File: src/rtl/xcvr_pkg.sv
// Shared types for the registered bus transceiver.
// Assumes: one control bundle per lane, all fields sampled on the system clock.
package xcvr_pkg;
    typedef struct packed {
        logic oe_n;
        logic dir;
        logic cap_ab;
        logic cap_ba;
        logic sel_ab;
        logic sel_ba;
    } lane_ctl_t;
endpackage

File: src/rtl/xcvr_cap_reg.sv
// Edge-strobed storage register.
// Loads d at a clock edge where strobe was low at the prior edge and is high now.
// Assumes: strobe is synchronous to clk; reset marks the strobe history high.
module xcvr_cap_reg #(
    parameter int W = 8
) (
    input  logic         clk,
    input  logic         rst_n,
    input  logic         strobe,
    input  logic [W-1:0] d,
    output logic [W-1:0] q
);
    logic strobe_q;

    // Track strobe history and load on a detected rising strobe.
    always_ff @(posedge clk) begin
        if (!rst_n) begin
            strobe_q <= 1'b1;
            q        <= '0;
        end else begin
            strobe_q <= strobe;
            if (strobe && !strobe_q)
                q <= d;
        end
    end
endmodule

File: src/rtl/xcvr_lane.sv
// One transceiver lane: two direction registers, source selects, drive enables.
// Assumes: at most one side driven; a driven side captures its own driven value.
module xcvr_lane
    import xcvr_pkg::*;
#(
    parameter int W = 8
) (
    input  logic         clk,
    input  logic         rst_n,
    input  lane_ctl_t    ctl,
    input  logic [W-1:0] a_in,
    input  logic [W-1:0] b_in,
    output logic [W-1:0] a_out,
    output logic [W-1:0] b_out,
    output logic         a_oe,
    output logic         b_oe
);
    logic         drv_a, drv_b;
    logic [W-1:0] st_ab, st_ba;
    logic [W-1:0] a_side, b_side;

    // Decode which side this lane drives.
    always_comb begin
        drv_a = !ctl.oe_n && !ctl.dir;
        drv_b = !ctl.oe_n &&  ctl.dir;
    end

    // Single two-way choice per output bit, then gate by the drive enable.
    always_comb begin
        a_out = drv_a ? (ctl.sel_ba ? st_ba : b_in) : '0;
        b_out = drv_b ? (ctl.sel_ab ? st_ab : a_in) : '0;
        a_oe  = drv_a;
        b_oe  = drv_b;
    end

    // Value present on each bus: the driven value when this lane drives it.
    always_comb begin
        a_side = drv_a ? a_out : a_in;
        b_side = drv_b ? b_out : b_in;
    end

    xcvr_cap_reg #(.W(W)) u_ab (
        .clk(clk), .rst_n(rst_n), .strobe(ctl.cap_ab), .d(a_side), .q(st_ab)
    );

    xcvr_cap_reg #(.W(W)) u_ba (
        .clk(clk), .rst_n(rst_n), .strobe(ctl.cap_ba), .d(b_side), .q(st_ba)
    );
endmodule

File: src/rtl/reg_bus_xcvr.sv
// Registered bidirectional bus transceiver, LANES independent lanes of LANE_W bits.
// Assumes: bidirectional buses are split into in/out/enable; wrapper builds tri nets.
module reg_bus_xcvr
    import xcvr_pkg::*;
#(
    parameter int LANE_W = 8,
    parameter int LANES  = 2,
    localparam int BUS_W = LANE_W * LANES
) (
    input  logic             clk,
    input  logic             rst_n,
    input  logic [LANES-1:0] oe_n,
    input  logic [LANES-1:0] dir,
    input  logic [LANES-1:0] cap_ab,
    input  logic [LANES-1:0] cap_ba,
    input  logic [LANES-1:0] sel_ab,
    input  logic [LANES-1:0] sel_ba,
    input  logic [BUS_W-1:0] a_in,
    output logic [BUS_W-1:0] a_out,
    output logic [LANES-1:0] a_oe,
    input  logic [BUS_W-1:0] b_in,
    output logic [BUS_W-1:0] b_out,
    output logic [LANES-1:0] b_oe
);
    for (genvar h = 0; h < LANES; h++) begin : g_lane
        lane_ctl_t ctl;

        // Bundle this lane's control bits.
        always_comb begin
            ctl = '{oe_n: oe_n[h], dir: dir[h], cap_ab: cap_ab[h],
                    cap_ba: cap_ba[h], sel_ab: sel_ab[h], sel_ba: sel_ba[h]};
        end

        xcvr_lane #(.W(LANE_W)) u_lane (
            .clk   (clk),
            .rst_n (rst_n),
            .ctl   (ctl),
            .a_in  (a_in[h*LANE_W +: LANE_W]),
            .b_in  (b_in[h*LANE_W +: LANE_W]),
            .a_out (a_out[h*LANE_W +: LANE_W]),
            .b_out (b_out[h*LANE_W +: LANE_W]),
            .a_oe  (a_oe[h]),
            .b_oe  (b_oe[h])
        );
    end
endmodule

File: config.mk
export PLATFORM = sky130hd
export DESIGN_NAME = reg_bus_xcvr
export DESIGN_NICKNAME = d
export VERILOG_FILES = /design/src/rtl/xcvr_pkg.sv /design/src/rtl/xcvr_cap_reg.sv /design/src/rtl/xcvr_lane.sv /design/src/rtl/reg_bus_xcvr.sv
export SDC_FILE = /design/constraint.sdc
export NUM_CORES = 1
export LEC_CHECK = 0
export ABC_AREA = 1
export BUFFER_PORTS_ARGS = -buffer_cell sky130_fd_sc_hd__buf_2
export CAP_MARGIN = 20
export CORE_UTILIZATION = 27
export CTS_CLUSTER_SIZE = 30
export DETAILED_ROUTE_END_ITERATION = 10
export PLACE_DENSITY_LB_ADDON = 0.25
export RECOVER_POWER = 100
export SLEW_MARGIN = 20
export SYNTH_ARGS = -nofsm -noshare
export SYNTH_HDL_FRONTEND = slang
export SYNTH_SLANG_ARGS = --single-unit
File: constraint.sdc
create_clock -name clk -period 2.3 [get_ports clk]
set_input_delay 0.46 -clock clk [delete_from_list [all_inputs] [get_ports clk]]
set_output_delay 0.46 -clock clk [all_outputs]
set_load 0.03 [all_outputs]
-- Yosys cells after proc, flatten, opt, wreduce, memory -nomap -nowiden
Cells that the tools add are included.
- $add $sub $neg: 0
- multiply operators: 0
- divide/modulo/power cells: 0
- order comparisons: 0
- equality and inequality tests: 0
- shift operators: 0
- multiplexer cells: 12
- bitwise operators: 0
- reduce and logical (&&, ||, !) cells: 16
- operators with widths (kind ; number):
    $mux W8 ; 12
    $logic_and A1 B1 Y1 ; 8
    $logic_not A1 Y1 ; 8
- register bits: 36
- bits in latches: 0
- memory bits (writable): 0
- ROM bits: 0
- input port bits: 46
- logic and storage cells: 36
- memories: 0

-- Depth between registers and ports, before layout
Gate-level depths: netlist (run 1).
- depth in word-level cells: 4
- gate-level depth with buffers: 5
- mapped depth without buffers: 5

-- Modules after synthesis
From an unflattened synthesis (run 1), not the netlist that was laid out.
- cells, all modules: 478
- area total of the unflattened synthesis: 2552.4 um^2
- modules (own cells, without submodules) (module ; instances ; cells an instance ; area an instance (um^2)):
    xcvr_cap_reg ; 4 ; 55 ; 377.9
    xcvr_lane ; 2 ; 129 ; 520.5

-- Worst setup path before layout (run 1)
OpenSTA, ideal clock, no wires.
- path type: in2out
- start: input sel_ab[1]
- end: output b_out[14]
- arrival time: 1.099 ns
- data required time: 1.840 ns
- setup slack: 0.741 ns
- cell stages on the path: 5
- buffers on the path: 1
- path through: buf_2 inv_1 nand2_1 nand3_1 inv_1
- cells in the longest elaborated chain, start to end: 2
- RTL lines (what ; RTL line ; text):
    start: declaration ; reg_bus_xcvr.sv:16 ; input logic [LANES-1:0] sel_ab,
    $mux W8 (2 in a row) ; xcvr_lane.sv:31 ; b_out = drv_b ? (ctl.sel_ab ? st_ab : a_in) : '0;
    end: declaration ; reg_bus_xcvr.sv:22 ; output logic [BUS_W-1:0] b_out,
No other way between the ends.

-- Worst setup path in the final report (run 1)
- start: input sel_ba[0]
- end: output a_out[5]
- cells in the longest elaborated chain, start to end: 2
- RTL lines (what ; RTL line ; text):
    start: declaration ; reg_bus_xcvr.sv:17 ; input logic [LANES-1:0] sel_ba,
    $mux W8 (2 in a row) ; xcvr_lane.sv:30 ; a_out = drv_a ? (ctl.sel_ba ? st_ba : b_in) : '0;
    end: declaration ; reg_bus_xcvr.sv:19 ; output logic [BUS_W-1:0] a_out,
No other way between the ends.

==> impl_results.md, run 1 <==
* Status: finished, violations left
* Failing checks: max-capacitance violations
* IO Port Bufs at 81
* Antenna cell count at 0
* Clock power share at 30.6%
* Comb power frac at 23.1%
* Layout Skew at 9.49 ps
* Syn Nets at 431
* Top Ports at 82
* Die width at 92.6 um
* Post-synthesis sequential area ratio at 32.5%
* Crit. End Element: output port
* Max_cap viols at 1
* Post-Route WL at 6.68 mm
* 1st-iter DRT viols at 81
* Setup violations, final at 0
* Critical-path top delay cell: clkbuf_1
* Largest net degree at the start of global routing at 37
* Post-synthesis cell type count at 13
* CTS tree: done
* Kind of critical path: in -> out
* Slew headroom at 0.176%
* Placed insts at 559
* Share of layout cells above drive strength 1 at 14.7%
* EDFF count, synth at 0
* DP Wirelength at 4.98 mm
* Nets at 510
* Vias in the first global route at 2239
* Final Slew Violations at 0
* Minimum clock period at 2020 ps
* Leakage at 1.64 nW
* Gr ovfl total at 0
* Pint at 0.000968 W
* Max Root-Sink Buffers at 2
* WP data required at 1840 ps
* Critical path startpoint category: input port
* Fmax at 0.496 GHz
* Ranking of synthesized cells by area: dfxtp_1, inv_1, nand2_1, a21oi_1, nand3_1
* Post-DR wirelength/cell at 11.8 um
* Crit path max fanout at 9
* Sw frac at 33.1%
* Worst R2R Path Depth at 3
* CP cell instances: clkbuf_1 -> inv_1 -> nand2_1 -> nand3_1 -> inv_1 -> buf_2
* Post-synth ARST share at 0%
* Die Ht at 92.6 um
* R2R setup slack at 1100 ps
* Switching pwr at 0.000478 W
* Area fraction of the dominant cell type after synthesis at 32.5%
* Tightest Pin Transition at 1500 ps
* Die area at 8580 um^2
* Yosys warnings at 0
* VDD IR max at 0.000215 V
* Critical path's largest stage delay at 350 ps
* Prevailing post-synth register cell: dfxtp_1
* H-Tree Depth at 2
* Starting Density at 28.3%
* Gr usage total at 15.7%
* Pwr/cell area at 526 nW/um^2
* Via-to-Cell Ratio at 4.34
* Mapped Area at 2220 um^2
* TritonCTS Buffers at 5
* Drt drc at 0
* Hold_buf cts at 0
* First-pass GRT wire length at 10.7 mm
* Via count at 2456
* Post-DRT Antenna Nets at 0
* FF+latch count, synth at 36
* Num rows at 32
* Clock Tree Root: clkbuf_8
* Post-CTS Setup Inserts at 0
* Worst path most repeated cell: inv_1
* Syn Inst Count at 385
* Fin. Hold Viols at 0
* Non-filler instance count after layout at 566
* Layout filler cell count at 905
* GPL Wtd Cong at 0.861
* PostCTS Resize Cnt at 0
* RSZ-0062 raised after global routing: no
* WHS Path Cells at 3
* CORE AREA at 7850 um^2
* Reg power frac at 46.4%
* Num Clock Sinks at 36
* Final Cycle Share at 87.6%
* Leading cell type by number of instances after synthesis: inv_1
* Most common library cells after synthesis: inv_1, nand2_1, a21oi_1
* Antenna violations before repair at 0
* Clk_lat worst skew at 280 ps
* Clock slew at reported path FFs at 80 ps
* Dominant cell type by area after synthesis: dfxtp_1
* Average size of a mapped cell at 5.76 um^2
* TNS Setup at 0 ps
* Hold WC Path Type: in -> reg
* Synth-to-Final Area Change at 23.9%
* Iteration count of the initial detailed-routing pass at 5
* WP data arrival at 1560 ps
==> per-layer routing <==
metal,track usage (%),routed length (um)
met1,20.2,3190
met2,26.3,3030
met3,3.53,428
met4,4.49,33
met5,0,0
==> power groups by stage <==
stage | logic (W) | clock network (W) | registers, W
floorplan | 0.000226 | 0 | 0.000681
global placement | 0.000339 | 0 | 0.000684
detailed placement | 0.000338 | 0 | 0.000684
CTS | 0.000340 | 0.000455 | 0.000670
global route | 0.000374 | 0.000479 | 0.000675
finish | 0.000333 | 0.000442 | 0.000670
==> area by class of cell <==
cell class                 instances  area, um^2  area share (%)
sequential                        36         721            26.2
clock buffer                       6        72.6            2.64
multi-input combinational        224        1000            36.4
tap                              102         128            4.64
clock inverter                     1        5.00           0.182
timing repair buffer              85         402            14.6
inverter                         112         420            15.3
==> cell families after synthesis <==
group	after synthesis	synth area share, %
and+or+nand+nor	144	27.1
buffers and inverters	125	22.4
AOI/OAI and AO/OA	80	18.0
DFF	36	32.5
==> final timing paths <==
path                                             start                                   endpoint
max                                          sel_ba[0]                                   a_out[5]
min reg2reg    g_lane[0].u_lane.u_ab.q[1]$_SDFFE_PN0P_    g_lane[0].u_lane.u_ab.q[1]$_SDFFE_PN0P_
min                                          cap_ab[1]  g_lane[1].u_lane.u_ab.strobe_q$_SDFF_PN1_
max reg2reg  g_lane[0].u_lane.u_ba.strobe_q$_SDFF_PN1_    g_lane[0].u_lane.u_ba.q[7]$_SDFFE_PN0P_
==> cells in the final DEF (no fill, tap or decap) <==
| cell | count |
|---|---|
| inv_1 | 112 |
| clkbuf_2 | 1 |
| dfxtp_1 | 36 |
| clkinv_2 | 1 |
| clkbuf_8 | 5 |
| a21oi_1 | 48 |
| nand2_1 | 72 |
| buf_2 | 53 |
| nor2_4 | 2 |
| nand3_1 | 32 |
| clkbuf_1 | 28 |
| buf_4 | 4 |
| o21ai_0 | 32 |
| nor2_2 | 2 |
| nor2_1 | 36 |
==> worst max-delay path: cells and delay by family <==
family | cells | cell delay [ps]
buffers and inverters | 4 | 860
and+or+nand+nor | 2 | 220
==> registers in the layout, summed over array words and instances (netlist names) <==
register and cells:
g_lane.u_lane.u_ab.q 16, g_lane.u_lane.u_ab.strobe_q 2, g_lane.u_lane.u_ba.q 16, g_lane.u_lane.u_ba.strobe_q 2
==> metrics by stage <==
| stage | power, W | hold WS, ps | area (um^2) | setup slack [ps] | utilization (%) |
|---|---|---|---|---|---|
| 2_1_floorplan | 0.000907 | 504 | 2220 | 741 | - |
| 3_5_place_dp | 0.00102 | 522 | 2710 | 413 | 34.5 |
| 5_1_grt | 0.00153 | 368 | 2750 | 159 | 35.0 |
| 3_3_place_gp | 0.00102 | 517 | 2710 | 428 | 34.5 |
| 4_1_cts | 0.00147 | 352 | 2780 | 409 | 35.5 |
| 6_report | 0.00145 | 358 | 2750 | 285 | 35.0 |
Note: power is estimated with default switching activity, not from simulation.
==> run 2, diff against run 1 <==
==> constraint.sdc (replaced) <==
create_clock -name clk -period 2.3 [get_ports clk]
set_input_delay 0.23 -clock clk [delete_from_list [all_inputs] [get_ports clk]]
set_output_delay 0.23 -clock clk [all_outputs]
set_load 0.03 [all_outputs]
==> impl_results.md, run 2 (synthesized netlist as in run 1, its figures left out) <==
* Worst path most repeated cell: inv_1
* Die Ht at 92.6 um (unchanged)
* Largest net degree at the start of global routing at 37 (unchanged)
* Crit path max fanout at 9 (unchanged)
* CTS tree: done
* Drt drc at 0 (unchanged)
* Post-DR wirelength/cell at 12.0 um (+1.7%)
* R2r endpoint: g_lane[0].u_lane.u_ba.q[7]$_SDFFE_PN0P_
* Worst r2r src: g_lane[0].u_lane.u_ba.strobe_q$_SDFF_PN1_
* WHS Path Cells at 3 (unchanged)
* Biggest registers after layout: g_lane.u_lane.u_ab.q x16, g_lane.u_lane.u_ba.q x16
* WP data arrival at 1560 ps (about the same)
* Post-CTS Setup Inserts at 0 (unchanged)
* Post-DRT Antenna Nets at 0 (unchanged)
* R2R setup slack at 1110 ps (about the same)
* Most common cell after layout, fill and taps aside: inv_1
* Final Cycle Share at 77.6% (-10 points)
* Max Root-Sink Buffers at 2 (unchanged)
* Post-Route WL at 6.77 mm (+1.3%)
* Setup violations, final at 0 (unchanged)
* TritonCTS Buffers at 5 (unchanged)
* Critical path's largest stage delay at 510 ps (+160 ps)
* Antenna cell count at 0 (unchanged)
* Clock Tree Root: clkbuf_8
* TNS Setup at 0 ps (unchanged)
* Final Slew Violations at 0 (unchanged)
* Starting Density at 28.3% (unchanged)
* Pwr/cell area at 549 nW/um^2 (+4.4%)
* Most frequent cells in the layout: inv_1, nand2_1, a21oi_1, buf_2, nor2_1
* Fmax at 0.560 GHz (+13%)
* Hold path start: cap_ab[0]
* Layout Skew at 6.54 ps (-2.95 ps)
* Hold Slack at 119 ps (-240 ps)
* Via count at 2508 (+2.1%)
* Gr ovfl total at 0 (unchanged)
* Fin. Hold Viols at 0 (unchanged)
* IO Port Bufs at 81 (unchanged)
* Die area at 8580 um^2 (unchanged)
* Kind of critical path: in -> out
* Gr usage total at 16.0% (+0.27 points)
* Hold WC Path Type: in -> reg
* Via-to-Cell Ratio at 4.45 (+2.5%)
* Minimum clock period at 1790 ps (-230 ps)
* CORE AREA at 7850 um^2 (unchanged)
* Iteration count of the initial detailed-routing pass at 6 (+1)
* Nets at 508 (-0.39%)
* Num Clock Sinks at 36 (unchanged)
* Hold_buf cts at 0 (unchanged)
* Slew headroom at 1.14% (+0.97 points)
* 1st-iter DRT viols at 100 (+23%)
* First-pass GRT wire length at 10.7 mm (+0.51%)
* Clk_lat worst skew at 290 ps (about the same)
* Num rows at 32 (unchanged)
* CP cell instances: buf_2 -> inv_1 -> nor2_1 -> nand3_1 -> inv_1 -> clkbuf_1
* VDD IR max at 0.000175 V (-18%)
* Status: finished clean
* Vias in the first global route at 2250 (+0.49%)
* Critical path startpoint category: input port
* RSZ-0062 raised after global routing: no
* DP Wirelength at 4.96 mm (-0.33%)
* PostCTS Resize Cnt at 0 (unchanged)
* H-Tree Depth at 2 (unchanged)
* Layout filler cell count at 946 (+4.5%)
* Tightest Pin Transition at 1480 ps (-14.5 ps)
* Die width at 92.6 um (unchanged)
* Top Ports at 82 (unchanged)
* Crit. End Element: output port
* Worst R2R Path Depth at 3 (unchanged)
* Antenna violations before repair at 0 (unchanged)
* Clock slew at reported path FFs at 80 ps (about the same)
* Leakage at 1.61 nW (-1.6%)
* GPL Wtd Cong at 0.881 (+2.4%)
* Synth-to-Final Area Change at 23.5%
* Max_cap viols at 0 (-1)
* WP data required at 2070 ps (+230 ps)
* Critical-path top delay cell: nor2_1
* Worst Hold Path EP: g_lane[0].u_lane.u_ab.strobe_q$_SDFF_PN1_
* Share of layout cells above drive strength 1 at 12.8% (-1.9 points)
==> run 2: worst max-delay path: cells and delay by family <==
family | cells | cell delay, ps
and+or+nand+nor | 2 | 750
buffers and inverters | 4 | 570
==> run 2: per-stage QoR <==
step	instance area [um^2]	setup WS (ps)	instances	total power [W]	utilization, %
global placement	2690	871	557	0.00102	34.3
detailed placement	2690	869	557	0.00102	34.3
CTS	2790	867	564	0.00153	35.5
floorplan	2220	1200	385	0.000907	-
global route	2740	401	564	0.00159	34.9
finish	2740	515	564	0.00150	34.9
==> run 2: metal layers <==
| layer | vias to the layer above | wire, um | track usage, % |
|---|---|---|---|
| li1 | 1302 | - | - |
| met1 | 1101 | 3080 | 20.4 |
| met2 | 97 | 3130 | 26.8 |
| met3 | 8 | 455 | 2.96 |
| met4 | 0 | 99 | 5.90 |
| met5 | - | 0 | 0 |
==> run 2: area by class of cell <==
type                    count  area [um^2]  share of cell area [%]
clock buffers               7         96.3                    3.52
inverters                 112          420                    15.3
multi-input cells         224          996                    36.3
flip-flops and latches     36          721                    26.3
well taps                 102          128                    4.66
repair buffers             83          379                    13.8
==> run 2: worst max path at each step <==
stage	from	to	depth (start not counted)
3_5_place_dp	dir[1]	a_out[8]	5
2_1_floorplan	sel_ab[1]	b_out[14]	5
3_3_place_gp	oe_n[0]	a_out[5]	5
6_report	dir[0]	b_out[0]	6
5_1_grt	dir[1]	b_out[15]	6
4_1_cts	dir[1]	a_out[10]	5
==> run 2: report_power, final <==
group          switching, W  total [W]  leakage [nW]  internal, W
clock network      0.000237   0.000504        0.0503     0.000267
registers         0.0000140   0.000670         0.295     0.000656
logic              0.000229   0.000330          1.27     0.000101
total              0.000480    0.00150          1.61      0.00102
==> run 3, diff against run 2 <==
==> constraint.sdc (replaced) <==
create_clock -name clk -period 1.85 [get_ports clk]
set_input_delay 0.185 -clock clk [delete_from_list [all_inputs] [get_ports clk]]
set_output_delay 0.185 -clock clk [all_outputs]
set_load 0.03 [all_outputs]
==> impl_results.md, run 3 (synthesized netlist as in run 1, its figures left out) <==
* Num rows at 32 (unchanged)
* Share of layout cells above drive strength 1 at 14.3% (+1.5 points)
* Leakage at 1.63 nW (+0.99%)
* Max Root-Sink Buffers at 2 (unchanged)
* Status: finished clean
* Crit path max fanout at 9 (unchanged)
* Switching pwr at 0.000596 W (+24%)
* Critical path's largest stage delay at 440 ps (-70 ps)
* Clock power share at 32.4% (-1.1 points)
* Iteration count of the initial detailed-routing pass at 4 (-2)
* Post-DRT Antenna Nets at 0 (unchanged)
* Family with the most delay on the worst path: simple AND/OR/NAND/NOR gates
* First-pass GRT wire length at 11.0 mm (+2.1%)
* Largest net degree at the start of global routing at 37 (unchanged)
* TritonCTS Buffers at 5 (unchanged)
* Clock slew at reported path FFs at 70 ps (about the same)
* Sw frac at 32.4% (+0.48 points)
* Overall power at 0.00184 W (+22%)
* Layout filler cell count at 938 (-0.85%)
* Non-filler instance count after layout at 564 (unchanged)
* Drt drc at 0 (unchanged)
* Minimum clock period at 1580 ps
* Die area at 8580 um^2 (unchanged)
* Via count at 2516 (+0.32%)
* Setup violations, final at 0 (unchanged)
* Synth-to-Final Area Change at 23.5% (about the same)
* Crit. End Element: output port
* GPL Wtd Cong at 0.837 (-5.0%)
* Fmax at 0.632 GHz
* Die Ht at 92.6 um (unchanged)
* WP data arrival at 1400 ps (-160 ps)
* Vias in the first global route at 2307 (+2.5%)
* Antenna violations before repair at 0 (unchanged)
* Worst path most repeated cell: inv_1
* Top Ports at 82 (unchanged)
* H-Tree Depth at 2 (unchanged)
* Final design utilization at 34.9% (about the same)
* RSZ-0062 raised after global routing: no
* Reg power frac at 45.2% (+0.7 points)
* Fin. Hold Viols at 0 (unchanged)
* Die width at 92.6 um (unchanged)
* CORE AREA at 7850 um^2 (unchanged)
* Starting Density at 28.3% (unchanged)
* Clk_lat worst skew at 290 ps (about the same)
* Worst Path Buf+Inv at 4 (unchanged)
* Placed insts at 556 (-0.18%)
* Antenna cell count at 0 (unchanged)
* Hold WC Path Type: in -> reg
* Post-Route WL at 6.76 mm (-0.13%)
* IO Port Bufs at 81 (unchanged)
* Max_cap viols at 0 (unchanged)
* WP data required at 1660 ps (-410 ps)
* Most common cell after layout, fill and taps aside: inv_1
* Kind of critical path: in -> out
* Final Cycle Share at 85.5%
* Critical-path top delay cell: nor2_1
* Via-to-Cell Ratio at 4.46 (+0.32%)
* 1st-iter DRT viols at 97 (-3.0%)
* CTS tree: done
* Comb power frac at 22.3% (+0.4 points)
* Multi-input logic area at 998 um^2 (+0.25%)
* VDD IR max at 0.000242 V (+38%)
* Nets at 507 (-0.20%)
* PostCTS Resize Cnt at 0 (unchanged)
* Slew headroom at 58.5% (+57 points)
* Num Clock Sinks at 36 (unchanged)
* Clock Tree Root: clkbuf_8
* Tightest Pin Transition at 621 ps (-862 ps)
* Gr usage total at 16.2% (+0.25 points)
* Post-DR wirelength/cell at 12.0 um (-0.13%)
* TNS Setup at 0 ps (unchanged)
* Pwr/cell area at 672 nW/um^2 (+22%)
* Critical path startpoint category: input port
* Biggest registers after layout: g_lane.u_lane.u_ab.q x16, g_lane.u_lane.u_ba.q x16
* CP cell instances: buf_2 -> inv_1 -> nor2_1 -> nand3_1 -> inv_1 -> clkbuf_1
* Pint at 0.00124 W (+21%)
* Most frequent cells in the layout: inv_1, nand2_1, buf_2, a21oi_1, nor2_1
* Gr ovfl total at 0 (unchanged)
* DP Wirelength at 4.97 mm (+0.17%)
* FF/Latch Area at 721 um^2 (unchanged)
* Hold_buf cts at 0 (unchanged)
* Layout Skew at 6.35 ps (-0.189 ps)
* Hold Slack at 77.9 ps (-40.8 ps)
* Post-CTS Setup Inserts at 0 (unchanged)
* Final Slew Violations at 0 (unchanged)
## run 3: per-layer routing
layer / GRT usage (%) / share of wire (%) / wire [um]
met5: 0 / 0 / 0
met1: 21.0 / 46 / 3120
met3: 2.96 / 6.8 / 462
met2: 27.3 / 45 / 3070
met4: 5.13 / 1.7 / 112
## run 3: area by class of cell
cell class / instances / share of cell area, %
multi-input cells: 224 / 36.5
flip-flops and latches: 36 / 26.3
inverters: 112 / 15.3
repair buffers: 82 / 13.8
well taps: 102 / 4.66
clock buffers: 7 / 3.15
clock inverters: 1 / 0.274
## run 3: metrics by stage
stage	area, um^2	setup WS, ps
2_1_floorplan	2220	841
3_3_place_gp	2680	494
3_5_place_dp	2680	502
4_1_cts	2780	496
5_1_grt	2740	180
6_report	2740	267
## run 3: final timing paths
check | startpoint | end | slack [ps] | cells after the start
min | cap_ab[1] | g_lane[1].u_lane.u_ab.strobe_q$_SDFF_PN1_ | 80 | 3
min reg2reg | g_lane[1].u_lane.u_ba.q[1]$_SDFFE_PN0P_ | g_lane[1].u_lane.u_ba.q[1]$_SDFFE_PN0P_ | 550 | 2
max | dir[1] | b_out[9] | 270 | 6
max reg2reg | g_lane[0].u_lane.u_ab.strobe_q$_SDFF_PN1_ | g_lane[0].u_lane.u_ab.q[6]$_SDFFE_PN0P_ | 510 | 4
## run 3: worst min-delay path, stage by stage
cell	delay, ps
buf_2	70
inv_1	40
nand2_1	40
## run 3: power groups by stage
stage	Combinational, W	Sequential [W]	Clock [W]
after floorplan	0.000281	0.000847	0
after global placement	0.000417	0.000850	0
after detailed placement	0.000419	0.000851	0
after CTS	0.000421	0.000833	0.000623
after global routing	0.000461	0.000838	0.000663
final	0.000411	0.000833	0.000597
